==> config.mk <==
export PLATFORM = sky130hd
export DESIGN_NAME = i2c_addr_latch_match
export DESIGN_NICKNAME = d
export VERILOG_FILES = /design/src/rtl/i2cm_pkg.sv /design/src/rtl/i2cm_sync.sv /design/src/rtl/i2cm_sel_latch.sv /design/src/rtl/i2cm_frame.sv /design/src/rtl/i2c_addr_latch_match.sv
export SDC_FILE = /design/constraint.sdc
export NUM_CORES = 1
export LEC_CHECK = 0
export ABC_AREA = 1
export BUFFER_PORTS_ARGS = -buffer_cell sky130_fd_sc_hd__buf_4
export CORE_MARGIN = 3
export CORE_UTILIZATION = 45
export DETAILED_ROUTE_END_ITERATION = 12
export PLACE_DENSITY = 0.66
export SYNTH_ARGS = -nofsm -noshare
export SYNTH_HDL_FRONTEND = slang
export SYNTH_SLANG_ARGS = --single-unit
export TNS_END_PERCENT = 1
==> constraint.sdc <==
create_clock -name clk -period 1.8 [get_ports clk]
set_input_delay 0.18 -clock clk [delete_from_list [all_inputs] [get_ports clk]]
set_output_delay 0.18 -clock clk [all_outputs]
set_load 0.02 [all_outputs]
==> src/rtl/i2cm_pkg.sv <==
package i2cm_pkg;

   typedef enum logic [1:0] {
      SEL_LOW   = 2'b00,
      SEL_HIGH  = 2'b01,
      SEL_FLOAT = 2'b10
   } sel_lvl_e;

   typedef enum logic [2:0] {
      FR_IDLE,
      FR_ADDR,
      FR_ACK_WAIT,
      FR_ACK_DRIVE,
      FR_CMD,
      FR_SKIP
   } frame_e;

   // Three-level code to value 0/1/2; the unused code reads as floating.
   function automatic logic [1:0] lvl_value(input logic [1:0] code);
      case (code)
         SEL_LOW:  return 2'd0;
         SEL_HIGH: return 2'd1;
         default:  return 2'd2;
      endcase
   endfunction

   // Pair of three-level codes to a 3-bit address; index 8 aliases to 0.
   function automatic logic [2:0] sel_to_addr(input logic [1:0] hi, input logic [1:0] lo);
      logic [3:0] idx;
      idx = ({2'b00, lvl_value(hi)} * 4'd3) + {2'b00, lvl_value(lo)};
      return (idx > 4'd7) ? 3'd0 : idx[2:0];
   endfunction

endpackage

==> src/rtl/i2cm_sync.sv <==
module i2cm_sync #(
   parameter int   STAGES  = 2,
   parameter int   W       = 1,
   parameter logic RST_VAL = 1'b0
) (
   input  logic         clk,
   input  logic         rst_n,
   input  logic [W-1:0] d,
   output logic [W-1:0] q
);

   logic [W-1:0] stage_q [STAGES];

   for (genvar k = 0; k < STAGES; k++) begin : g_stage
      if (k == 0) begin : g_first
         always_ff @(posedge clk or negedge rst_n) begin
            if (!rst_n) stage_q[0] <= {W{RST_VAL}};
            else        stage_q[0] <= d;
         end
      end else begin : g_next
         always_ff @(posedge clk or negedge rst_n) begin
            if (!rst_n) stage_q[k] <= {W{RST_VAL}};
            else        stage_q[k] <= stage_q[k-1];
         end
      end
   end

   assign q = stage_q[STAGES-1];

endmodule

==> src/rtl/i2cm_sel_latch.sv <==
module i2cm_sel_latch
   import i2cm_pkg::*;
#(
   parameter int SEL_SYNC_STAGES = 1
) (
   input  logic       clk,
   input  logic       rst_n,
   input  logic [1:0] sel_hi,
   input  logic [1:0] sel_lo,
   input  logic       relatch,
   output logic [2:0] pin_snap,
   output logic [2:0] held_addr
);

   localparam int CW = $clog2(SEL_SYNC_STAGES + 1) + 1;

   logic [3:0]    sel_q;
   logic [CW-1:0] fill_cnt;
   logic          boot_done;

   i2cm_sync #(.STAGES(SEL_SYNC_STAGES), .W(4), .RST_VAL(1'b0)) u_sel_sync (
      .clk  (clk),
      .rst_n(rst_n),
      .d    ({sel_hi, sel_lo}),
      .q    (sel_q)
   );

   assign pin_snap = sel_to_addr(sel_q[3:2], sel_q[1:0]);

   always_ff @(posedge clk or negedge rst_n) begin
      if (!rst_n) begin
         fill_cnt  <= '0;
         boot_done <= 1'b0;
         held_addr <= 3'd0;
      end else if (!boot_done) begin
         if (fill_cnt == CW'(SEL_SYNC_STAGES)) begin
            held_addr <= pin_snap;
            boot_done <= 1'b1;
         end else begin
            fill_cnt <= fill_cnt + 1'b1;
         end
      end else if (relatch) begin
         held_addr <= pin_snap;
      end
   end

endmodule

==> src/rtl/i2cm_frame.sv <==
module i2cm_frame
   import i2cm_pkg::*;
#(
   parameter logic [3:0] DEV_CODE     = 4'b1101,
   parameter logic [7:0] GC_RESET_CMD = 8'h06,
   parameter logic [7:0] GC_LATCH_CMD = 8'h04
) (
   input  logic       clk,
   input  logic       rst_n,
   input  logic       scl_s,
   input  logic       sda_s,
   input  logic [2:0] held_addr,
   output logic       sda_pull,
   output logic       match_o,
   output logic       rw_o,
   output logic       reset_pulse,
   output logic       latch_pulse,
   output logic       gc_frame
);

   localparam logic [7:0] GC_ADDR_BYTE = 8'h00;

   frame_e     state;
   logic       scl_q, sda_q;
   logic [6:0] shreg;
   logic [2:0] bit_cnt;
   logic       cmd_phase;
   logic       scl_rise, scl_fall, start_c, stop_c;
   logic [7:0] nxt_byte;
   logic       own_hit, gc_hit, cmd_rst, cmd_lat;

   always_ff @(posedge clk or negedge rst_n) begin
      if (!rst_n) begin
         scl_q <= 1'b1;
         sda_q <= 1'b1;
      end else begin
         scl_q <= scl_s;
         sda_q <= sda_s;
      end
   end

   always_comb begin
      scl_rise = scl_s & ~scl_q;
      scl_fall = ~scl_s & scl_q;
      start_c  = scl_s & scl_q & sda_q & ~sda_s;
      stop_c   = scl_s & scl_q & ~sda_q & sda_s;
      nxt_byte = {shreg, sda_s};
      own_hit  = (nxt_byte[7:1] == {DEV_CODE, held_addr});
      gc_hit   = (nxt_byte == GC_ADDR_BYTE);
      cmd_rst  = (nxt_byte == GC_RESET_CMD);
      cmd_lat  = (nxt_byte == GC_LATCH_CMD);
   end

   always_ff @(posedge clk or negedge rst_n) begin
      if (!rst_n) begin
         state       <= FR_IDLE;
         shreg       <= '0;
         bit_cnt     <= '0;
         cmd_phase   <= 1'b0;
         gc_frame    <= 1'b0;
         sda_pull    <= 1'b0;
         match_o     <= 1'b0;
         rw_o        <= 1'b0;
         reset_pulse <= 1'b0;
         latch_pulse <= 1'b0;
      end else begin
         reset_pulse <= 1'b0;
         latch_pulse <= 1'b0;
         if (start_c) begin
            state     <= FR_ADDR;
            bit_cnt   <= '0;
            cmd_phase <= 1'b0;
            gc_frame  <= 1'b0;
            sda_pull  <= 1'b0;
            match_o   <= 1'b0;
            rw_o      <= 1'b0;
         end else if (stop_c) begin
            state    <= FR_IDLE;
            sda_pull <= 1'b0;
         end else begin
            case (state)
               FR_ADDR, FR_CMD: begin
                  if (scl_rise) begin
                     shreg   <= nxt_byte[6:0];
                     bit_cnt <= bit_cnt + 3'd1;
                     if (bit_cnt == 3'd7) begin
                        if (state == FR_ADDR) begin
                           match_o  <= own_hit;
                           rw_o     <= nxt_byte[0];
                           gc_frame <= gc_hit;
                           state    <= (own_hit || gc_hit) ? FR_ACK_WAIT : FR_SKIP;
                        end else begin
                           reset_pulse <= cmd_rst;
                           latch_pulse <= cmd_lat;
                           state       <= (cmd_rst || cmd_lat) ? FR_ACK_WAIT : FR_SKIP;
                        end
                     end
                  end
               end
               FR_ACK_WAIT: begin
                  if (scl_fall) begin
                     sda_pull <= 1'b1;
                     state    <= FR_ACK_DRIVE;
                  end
               end
               FR_ACK_DRIVE: begin
                  if (scl_fall) begin
                     sda_pull <= 1'b0;
                     bit_cnt  <= '0;
                     if (gc_frame && !cmd_phase) begin
                        cmd_phase <= 1'b1;
                        state     <= FR_CMD;
                     end else begin
                        state <= FR_SKIP;
                     end
                  end
               end
               default: ;
            endcase
         end
      end
   end

endmodule

==> src/rtl/i2c_addr_latch_match.sv <==
module i2c_addr_latch_match #(
   parameter logic [3:0] DEV_CODE        = 4'b1101,
   parameter int         BUS_SYNC_STAGES = 2,
   parameter int         SEL_SYNC_STAGES = 1,
   parameter logic [7:0] GC_RESET_CMD    = 8'h06,
   parameter logic [7:0] GC_LATCH_CMD    = 8'h04
) (
   input  logic       clk,
   input  logic       rst_n,
   input  logic       scl_i,
   input  logic       sda_i,
   input  logic [1:0] sel_hi_i,
   input  logic [1:0] sel_lo_i,
   output logic       sda_pull_o,
   output logic       addr_match,
   output logic       rw_dir,
   output logic       gc_reset_pulse,
   output logic       gc_latch_pulse,
   output logic [2:0] latched_addr
);

   if (BUS_SYNC_STAGES < 2) begin : g_bad_bus_sync
      $error("BUS_SYNC_STAGES must be at least 2");
   end
   if (SEL_SYNC_STAGES < 1) begin : g_bad_sel_sync
      $error("SEL_SYNC_STAGES must be at least 1");
   end
   if (GC_RESET_CMD == GC_LATCH_CMD) begin : g_bad_cmds
      $error("general-call command codes must differ");
   end

   logic [1:0] bus_s;
   logic [2:0] pin_snap;
   logic       gc_frame;
   logic       relatch;

   i2cm_sync #(.STAGES(BUS_SYNC_STAGES), .W(2), .RST_VAL(1'b1)) u_bus_sync (
      .clk  (clk),
      .rst_n(rst_n),
      .d    ({scl_i, sda_i}),
      .q    (bus_s)
   );

   assign relatch = gc_reset_pulse | gc_latch_pulse;

   i2cm_sel_latch #(.SEL_SYNC_STAGES(SEL_SYNC_STAGES)) u_sel (
      .clk      (clk),
      .rst_n    (rst_n),
      .sel_hi   (sel_hi_i),
      .sel_lo   (sel_lo_i),
      .relatch  (relatch),
      .pin_snap (pin_snap),
      .held_addr(latched_addr)
   );

   i2cm_frame #(
      .DEV_CODE    (DEV_CODE),
      .GC_RESET_CMD(GC_RESET_CMD),
      .GC_LATCH_CMD(GC_LATCH_CMD)
   ) u_frame (
      .clk        (clk),
      .rst_n      (rst_n),
      .scl_s      (bus_s[1]),
      .sda_s      (bus_s[0]),
      .held_addr  (latched_addr),
      .sda_pull   (sda_pull_o),
      .match_o    (addr_match),
      .rw_o       (rw_dir),
      .reset_pulse(gc_reset_pulse),
      .latch_pulse(gc_latch_pulse),
      .gc_frame   (gc_frame)
   );

endmodule

==> results of run 1 <==
==> cell families (layout without fill, tap and decap cells) <==
group,Yosys count,count (layout)
xor+xnor,1,1
buf+inv,33,61
simple gates,92,92
flops,36,36
compound gates,26,26
fa+ha+maj,7,7
==> sequential cells by signal, indices dropped and copies added, names as in the netlist, 2 cells and up <==
signal / flops
u_sel.u_sel_sync.q: 4
u_bus_sync.stage_q: 2
u_frame.state: 3
u_sel.held_addr: 3
u_frame.bit_cnt: 3
u_sel.fill_cnt: 2
u_bus_sync.q: 2
u_frame.shreg: 7
==> per-stage QoR <==
step	setup slack, ns	cell area [um2]	util [%]
floorplan	0.02267	1702	-
global placement	0.01237	1871	53.93
detailed placement	-0.05020	1871	53.93
CTS	0.01821	2024	58.37
global route	-0.02309	2034	58.66
finish	0.04602	2034	58.66
==> layer usage <==
layer	share of wire (%)	routed length (um)
met1	47	1457
met3	4.3	135
met5	0	0
met4	1.9	58
met2	47	1478
==> power breakdown <==
group / total, mW / switching, mW / internal, mW
registers: 1.10 / 0.123 / 0.973
clock network: 0.542 / 0.271 / 0.271
logic: 0.851 / 0.541 / 0.310
==> layout by cell type, fill, tap and decap left out, types with 3 or more instances in the layout <==
| master | instances |
|---|---|
| nor2_2 | 3 |
| ha_1 | 4 |
| nor3_1 | 3 |
| dfrtp_1 | 30 |
| nand3_1 | 11 |
| buf_4 | 17 |
| inv_2 | 3 |
| nor2_1 | 16 |
| clkbuf_8 | 5 |
| o21ai_0 | 16 |
| nand2_1 | 52 |
| dlygate4sd3_1 | 7 |
| inv_1 | 26 |
| dfstp_2 | 6 |
==> timing repair <==
| item | CTS | global route |
|---|---|---|
| pin swaps | 0 | 5 |
| hold buffers | 7 | 0 |
| resized for setup | 1 | 3 |
| endpoints found under the setup margin | 3 | 3 |
| endpoints found under the hold margin | 36 | 0 |
==> worst min-delay path by stage <==
stage / start / endpoint / cells past startpoint
after global placement: rst_n / u_sel.u_sel_sync.q[1] / 1
after CTS: u_bus_sync.stage_q[3] / u_bus_sync.q[1] / 0
final: u_bus_sync.stage_q[3] / u_bus_sync.q[1] / 0
after floorplan: rst_n / u_frame.bit_cnt[0] / 0
after detailed placement: rst_n / u_sel.u_sel_sync.q[0] / 1
after global routing: u_bus_sync.stage_q[3] / u_bus_sync.q[1] / 0
==> layout make-up <==
cell class	instances	area share, %
well taps	46	2.829
flip-flops and latches	36	44.65
inverters	29	5.351
repair buffers	24	9.717
clock buffers	7	3.752
clock inverters	1	0.2460
multi-input cells	126	33.46
==> summary.md, run 1 <==
| Metric | Value |
|---|---|
| Run status | `complete, no violations` |
| Number of setup buffers added after CTS | `0` |
| Tightest hold margin | `~0.36 ns` |
| Most numerous cell in the Yosys netlist | `nand2_1` |
| Flip-flop cell with the highest count after synthesis | `dfrtp_1` |
| Signed area change from the synthesized netlist to the final layout | `20.62%` |
| Met3 layer usage reported by global route | `under 10%` |
| Gate family responsible for the most delay along the worst path | `adder cells` |
| Endpoint of the most critical setup path | `u_sel.held_addr[2]` |
| Number of port buffers | `15` |
| Largest family of logic cells by synthesized area | `simple AND/OR/NAND/NOR gates` |
| Met2 layer usage reported by global route | `a little over a quarter` |
| Post-route DRC | `0` |
| Count of synthesis-stage warnings from yosys | `0` |
| Commonest cells in the netlist | `nand2_1, dfrtp_1, inv_1, o21ai_0, nor2_1` |
| Multi-input combinational cell area | `between 600 and 700 um2` |
| Fraction of the mapped netlist area in adder cells | `approximately 5.6%` |
| Critical-path cell list | `or2_4, ha_4, ha_4, fa_1, nand3_1, o21ai_1` |
| Final-report setup violation count | `0` |
| Complex-gate fraction of the synthesized area | `about 8.6%` |
| Total area of sequential cells | `roughly 900 um2` |
| Fmax | `between 500 and 600 MHz` |
| Clock buffer depth | `2` |
| Final hold violation count | `0` |
| Final GP Congestion | `between 0.8 and 0.9` |
| Number of pins exceeding their max-slew limit in the final report | `0` |
| Post-DR vias/cell | `approximately 4.8` |
| Critical path origin | `u_sel.u_sel_sync.q[2]` |
| Via count | `approximately 1300` |
| Total placed cells including tap cells | `around 250` |
| Critical R2R Capture | `u_sel.held_addr[2]` |
| Max-slew headroom | `between 60% and 70%` |
| Most crowded layer after global routing | `met2` |
| Average wire per standard cell | `11.63 um` |
| Pwr per Cell Area | `roughly 1200 nW/um2` |
| Element type at the critical path start | `flop` |
| Vertical die dimension | `roughly 67 um` |
| Top-area cell type share of the netlist area | `44.51%` |
| Largest net degree at the start of global routing | `37` |
| Share of synthesized area spent on multiplexers | `0%` |
| Count of H-tree levels built during CTS | `2` |
| Highest-delay cell along the critical path | `fa_1` |
| IO Count | `16` |
| GR Overflow Total | `0` |
| Clock Skew | `around 0.0057 ns` |
| Remaining number of nets flagged by the antenna check after routing | `0` |
| Final net count | `approximately 240` |
| Number of diodes added for antenna fixing | `0` |
| Async set or reset register ratio after synthesis | `100.0%` |
| Total clock sinks | `36` |
| Sequential element share of the synthesized area | `a little over half` |
| Number of distinct standard cells referenced by the synthesized netlist | `28` |
| Cell with the most instances on the worst path | `ha_4` |
| Number of cells on the critical path | `6` |
| Number of filler cells placed in the layout | `about 320` |
| Number of antenna violations at the first check in global routing | `0` |
| Top fanout value on the critical path | `2` |
| Arrival time of the worst setup path | `1.97 ns` |
| Accumulated negative setup slack | `0 ns` |
| Post-route clock period utilization | `between 90% and 100%` |
| Crit path largest cell delay | `0.51 ns` |
| Post-Layout Cell Count | `~270` |
| Clock Root Buffer | `clkbuf_8` |
| Core area | `~3500 um2` |
| Setup repair after global routing missed its margin | `true` |
| Req. time, crit path | `about 2.0 ns` |
| Cells after synthesis | `195` |
| Library cell with the largest summed area after synthesis | `dfrtp_1` |
| Worst Setup End Kind | `flop` |
| Least-Margin Pin Slew | `around 0.48 ns` |
| Routed Wire Length | `roughly 3100 um` |
| Initial core utilization | `48.63%` |
| Die ar. | `between 4000 and 5000 um2` |
| Horizontal die dimension | `between 60 and 70 um` |
| Total power | `roughly 2.5 mW` |
| Final Critical Period | `between 1.5 and 2 ns` |
| Synth Net Count | `210` |
| Buf/Inv on CP | `0` |
| Post-synth design cell area | `1687 um2` |
| Post-DP HPWL | `about 2300 um` |
| Worst-Skew Late Latency | `between 0.2 and 0.3 ns` |
| Clock tree from TritonCTS | `yes` |
| Post-synth EDFFs | `0` |
| Static leakage | `between 1 and 1.5 nW` |
| Avg Cell Area, Syn | `~8.6 um2` |
| Ranking of synthesized cells by area | `dfrtp_1, nand2_1, dfstp_2, inv_1, o21ai_0` |
| GRT Resource Usage Total | `between 15 and 20%` |
| GRT met1 Usage | `20.36%` |
| Post-synthesis share of cell area spent on and, or, nand and nor gates | `a little under a quarter` |
| CTS clk-pin slew, worst paths | `0.07 ns` |
| Number of cells on the worst reg-to-reg path | `6` |
| Standard-cell rows | `21` |
| Worst flop-to-flop path startpoint | `u_sel.u_sel_sync.q[2]` |
| Fraction of layout instances using a drive strength above 1 | `around a fifth` |
| Wire length of the first global-routing pass | `~5500 um` |
| Total CTS buffers | `5` |
| MaxCap Viol Count | `0` |
| Starting DRC count in detailed routing | `65` |
| Classification of the worst setup path | `reg2reg` |
| Count of state elements after synthesis | `36` |
| Synthesized-area fraction occupied by xor and xnor cells | `0.5193%` |
| IR drop worst, VDD | `~570 uV` |
| Minimum setup slack among reg-to-reg paths | `between 0.04 and 0.05 ns` |
| Class of the tightest hold or removal check | `reg2reg` |
| Via count of the first global-routing pass | `approximately 1300` |
| Length of the first detailed-routing pass in iterations | `4` |
No activity file was read; power rests on OpenSTA's default activity.
==> inputs of run 2 (changes only) <==
- CELL_PAD_IN_SITES_DETAIL_PLACEMENT: not set -> 0
- CELL_PAD_IN_SITES_GLOBAL_PLACEMENT: not set -> 2
- CORE_UTILIZATION: 45 -> 32
- PLACE_DENSITY: 0.66 -> not set
- PLACE_DENSITY_LB_ADDON: not set -> 0.1
==> summary.md, run 2 (synthesis results as in run 1) <==
| Metric | Value |
|---|---|
| Max-slew headroom | `69.77% (was 68.07%)` |
| Horizontal die dimension | `78.60 um (was 67.22 um)` |
| Average wire per standard cell | `11.35 um (was 11.63 um)` |
| Final net count | `239 (was 237)` |
| Die ar. | `6178 um2 (was 4519 um2)` |
| Total placed cells including tap cells | `277 (was 254)` |
| Post-route setup slack | `0.02267 ns (was 0.04602 ns)` |
| Multi-input combinational cell area | `670.6 um2 (was 680.7 um2)` |
| Number of antenna violations at the first check in global routing | `0 (unchanged)` |
| Req. time, crit path | `1.95 ns (was 2.02 ns)` |
| Core area | `4911 um2 (was 3468 um2)` |
| Register with the highest flop count | `u_frame.shreg (unchanged)` |
| Clock tree from TritonCTS | `yes (unchanged)` |
| Least-Margin Pin Slew | `0.4535 ns (was 0.4753 ns)` |
| IR drop worst, VDD | `460.0 uV (was 571.3 uV)` |
| Remaining number of nets flagged by the antenna check after routing | `0 (unchanged)` |
| Fmax | `562.6 MHz (was 570.1 MHz)` |
| Final core area utilization | `42.24% (was 58.66%)` |
| Clock buffer depth | `2 (unchanged)` |
| Final Instance Area | `2074 um2 (was 2034 um2)` |
| Clock Skew | `0.005103 ns (was 0.005670 ns)` |
| Minimum setup slack after placement | `-0.04793 ns (was -0.05020 ns)` |
| Final-report setup violation count | `0 (unchanged)` |
| Buf/Inv on CP | `0 (unchanged)` |
| GR Overflow Total | `0 (unchanged)` |
| Highest-delay cell along the critical path | `fa_1 (unchanged)` |
| Routed Wire Length | `3315 um (was 3128 um)` |
| Arrival time of the worst setup path | `1.93 ns (was 1.97 ns)` |
| Vertical die dimension | `78.60 um (was 67.22 um)` |
| Total power | `2.572 mW (was 2.489 mW)` |
| Final hold violation count | `0 (unchanged)` |
| Placed Area | `1912 um2 (was 1871 um2)` |
| IO Count | `16 (unchanged)` |
| Static leakage | `1.022 nW (was 1.010 nW)` |
| Accumulated negative setup slack | `0 ns (unchanged)` |
| Via count of the first global-routing pass | `1284 (was 1279)` |
| CTS clk-pin slew, worst paths | `0.06 ns (was 0.07 ns)` |
| Number of port buffers | `15 (unchanged)` |
| Total CTS buffers | `5 (unchanged)` |
| Number of filler cells placed in the layout | `498 (was 315)` |
| Crit path largest cell delay | `0.44 ns (was 0.51 ns)` |
| Signed area change from the synthesized netlist to the final layout | `23.00% (was 20.62%)` |
| Tightest hold margin | `0.3553 ns (was 0.3560 ns)` |
| Highest-count cells in the layout ignoring fill and taps | `nand2_1, dfrtp_1, inv_1 (unchanged)` |
| Pwr per Cell Area | `1240 nW/um2 (was 1224 nW/um2)` |
| Standard-cell rows | `25 (was 21)` |
| Largest net degree at the start of global routing | `37 (unchanged)` |
| Number of diodes added for antenna fixing | `0 (unchanged)` |
| Clock Root Buffer | `clkbuf_8 (unchanged)` |
| Post-DP HPWL | `2483 um (was 2301 um)` |
| Setup repair after global routing missed its margin | `true (unchanged)` |
| Post-Layout Cell Count | `292 (was 269)` |
| Fraction of layout instances using a drive strength above 1 | `19.56% (was 18.83%)` |
| Post-DR vias/cell | `4.353 (was 4.814)` |
| Post-route DRC | `0 (unchanged)` |
| Most frequent standard cell in the layout excluding fill and tap cells | `nand2_1 (unchanged)` |
| Run status | `complete, no violations (unchanged)` |
| Gate family responsible for the most delay along the worst path | `adder cells (unchanged)` |
| Length of the first detailed-routing pass in iterations | `4 (unchanged)` |
| Final GP Congestion | `0.7477 (was 0.8598)` |
| Final Critical Period | `1.777 ns (was 1.754 ns)` |
| Wire length of the first global-routing pass | `5934 um (was 5513 um)` |
| Worst Setup End Kind | `flop (unchanged)` |
| Critical-path cell list | `or2_4, ha_4, ha_2, fa_1, nand3_1, o21ai_0 (was or2_4, ha_4, ha_4, fa_1, nand3_1, o21ai_1)` |
| Total clock sinks | `36 (unchanged)` |
| Post-route clock period utilization | `98.74% (was 97.44%)` |
| Via count | `1271 (was 1295)` |
| Number of setup buffers added after CTS | `0 (unchanged)` |
| Initial core utilization | `34.34% (was 48.63%)` |
| Top fanout value on the critical path | `2 (unchanged)` |
| Element type at the critical path start | `flop (unchanged)` |
| Number of pins exceeding their max-slew limit in the final report | `0 (unchanged)` |
| Number of flip-flops under the largest register name | `7 (unchanged)` |
| GRT Resource Usage Total | `12.52% (was 16.61%)` |
| Count of H-tree levels built during CTS | `2 (unchanged)` |
| Classification of the worst setup path | `reg2reg (unchanged)` |
| Worst-Skew Late Latency | `0.28 ns (was 0.29 ns)` |
| Starting DRC count in detailed routing | `26 (was 65)` |
| Total area of sequential cells | `908.4 um2 (unchanged)` |
| MaxCap Viol Count | `0 (unchanged)` |
| Class of the tightest hold or removal check | `reg2reg (unchanged)` |
==> run 2: cell count changes in the layout (fill, tap and decap cells not counted), sizes merged <==
cell    previous run  this run
buf               17        19
clkbuf             7         8
clkinv             1         0
==> run 2: where the power goes <==
group	internal, mW	switching [mW]
Clock	0.312	0.262
Combinational	0.343	0.558
Sequential	0.974	0.124
Total	1.63	0.944
==> run 2: final timing paths <==
kind                                       to  slack, ns  cells past startpoint                   from
hold reg to reg               u_bus_sync.q[1]       0.36                      0  u_bus_sync.stage_q[3]
setup reg to reg           u_sel.held_addr[2]       0.02                      6  u_sel.u_sel_sync.q[3]
hold / removal                u_bus_sync.q[1]       0.36                      0  u_bus_sync.stage_q[3]
setup / recovery           u_sel.held_addr[2]       0.02                      6  u_sel.u_sel_sync.q[3]
max in group asynchronous     u_bus_sync.q[1]       1.05                      2                  rst_n
min in group asynchronous     u_sel.boot_done       0.40                      2                  rst_n
==> run 2: timing repair <==
item / CTS / global route
endpoints found under the setup margin: 3 / 3
gates cloned: 0 / 0
resized for setup: 1 / 2
endpoints found under the hold margin: 36 / 0
hold buffers: 7 / 0
==> run 2: per-layer routing <==
metal  track usage (%)  part of all wire, %  routed length [um]
met5                 0                    0                   0
met4             4.720                  1.6                  53
met3             3.899                  4.3                 144
met2             19.02                   44                1458
met1             16.63                   50                1659
==> run 2: cell type report <==
cell class                      count  area share [%]
Inverter                           29           5.247
Timing Repair Buffer               26           10.25
Multi-Input combinational cell    126           32.33
Clock buffer                        8           4.343
Tap cell                           67           4.041
Sequential cell                    36           43.79
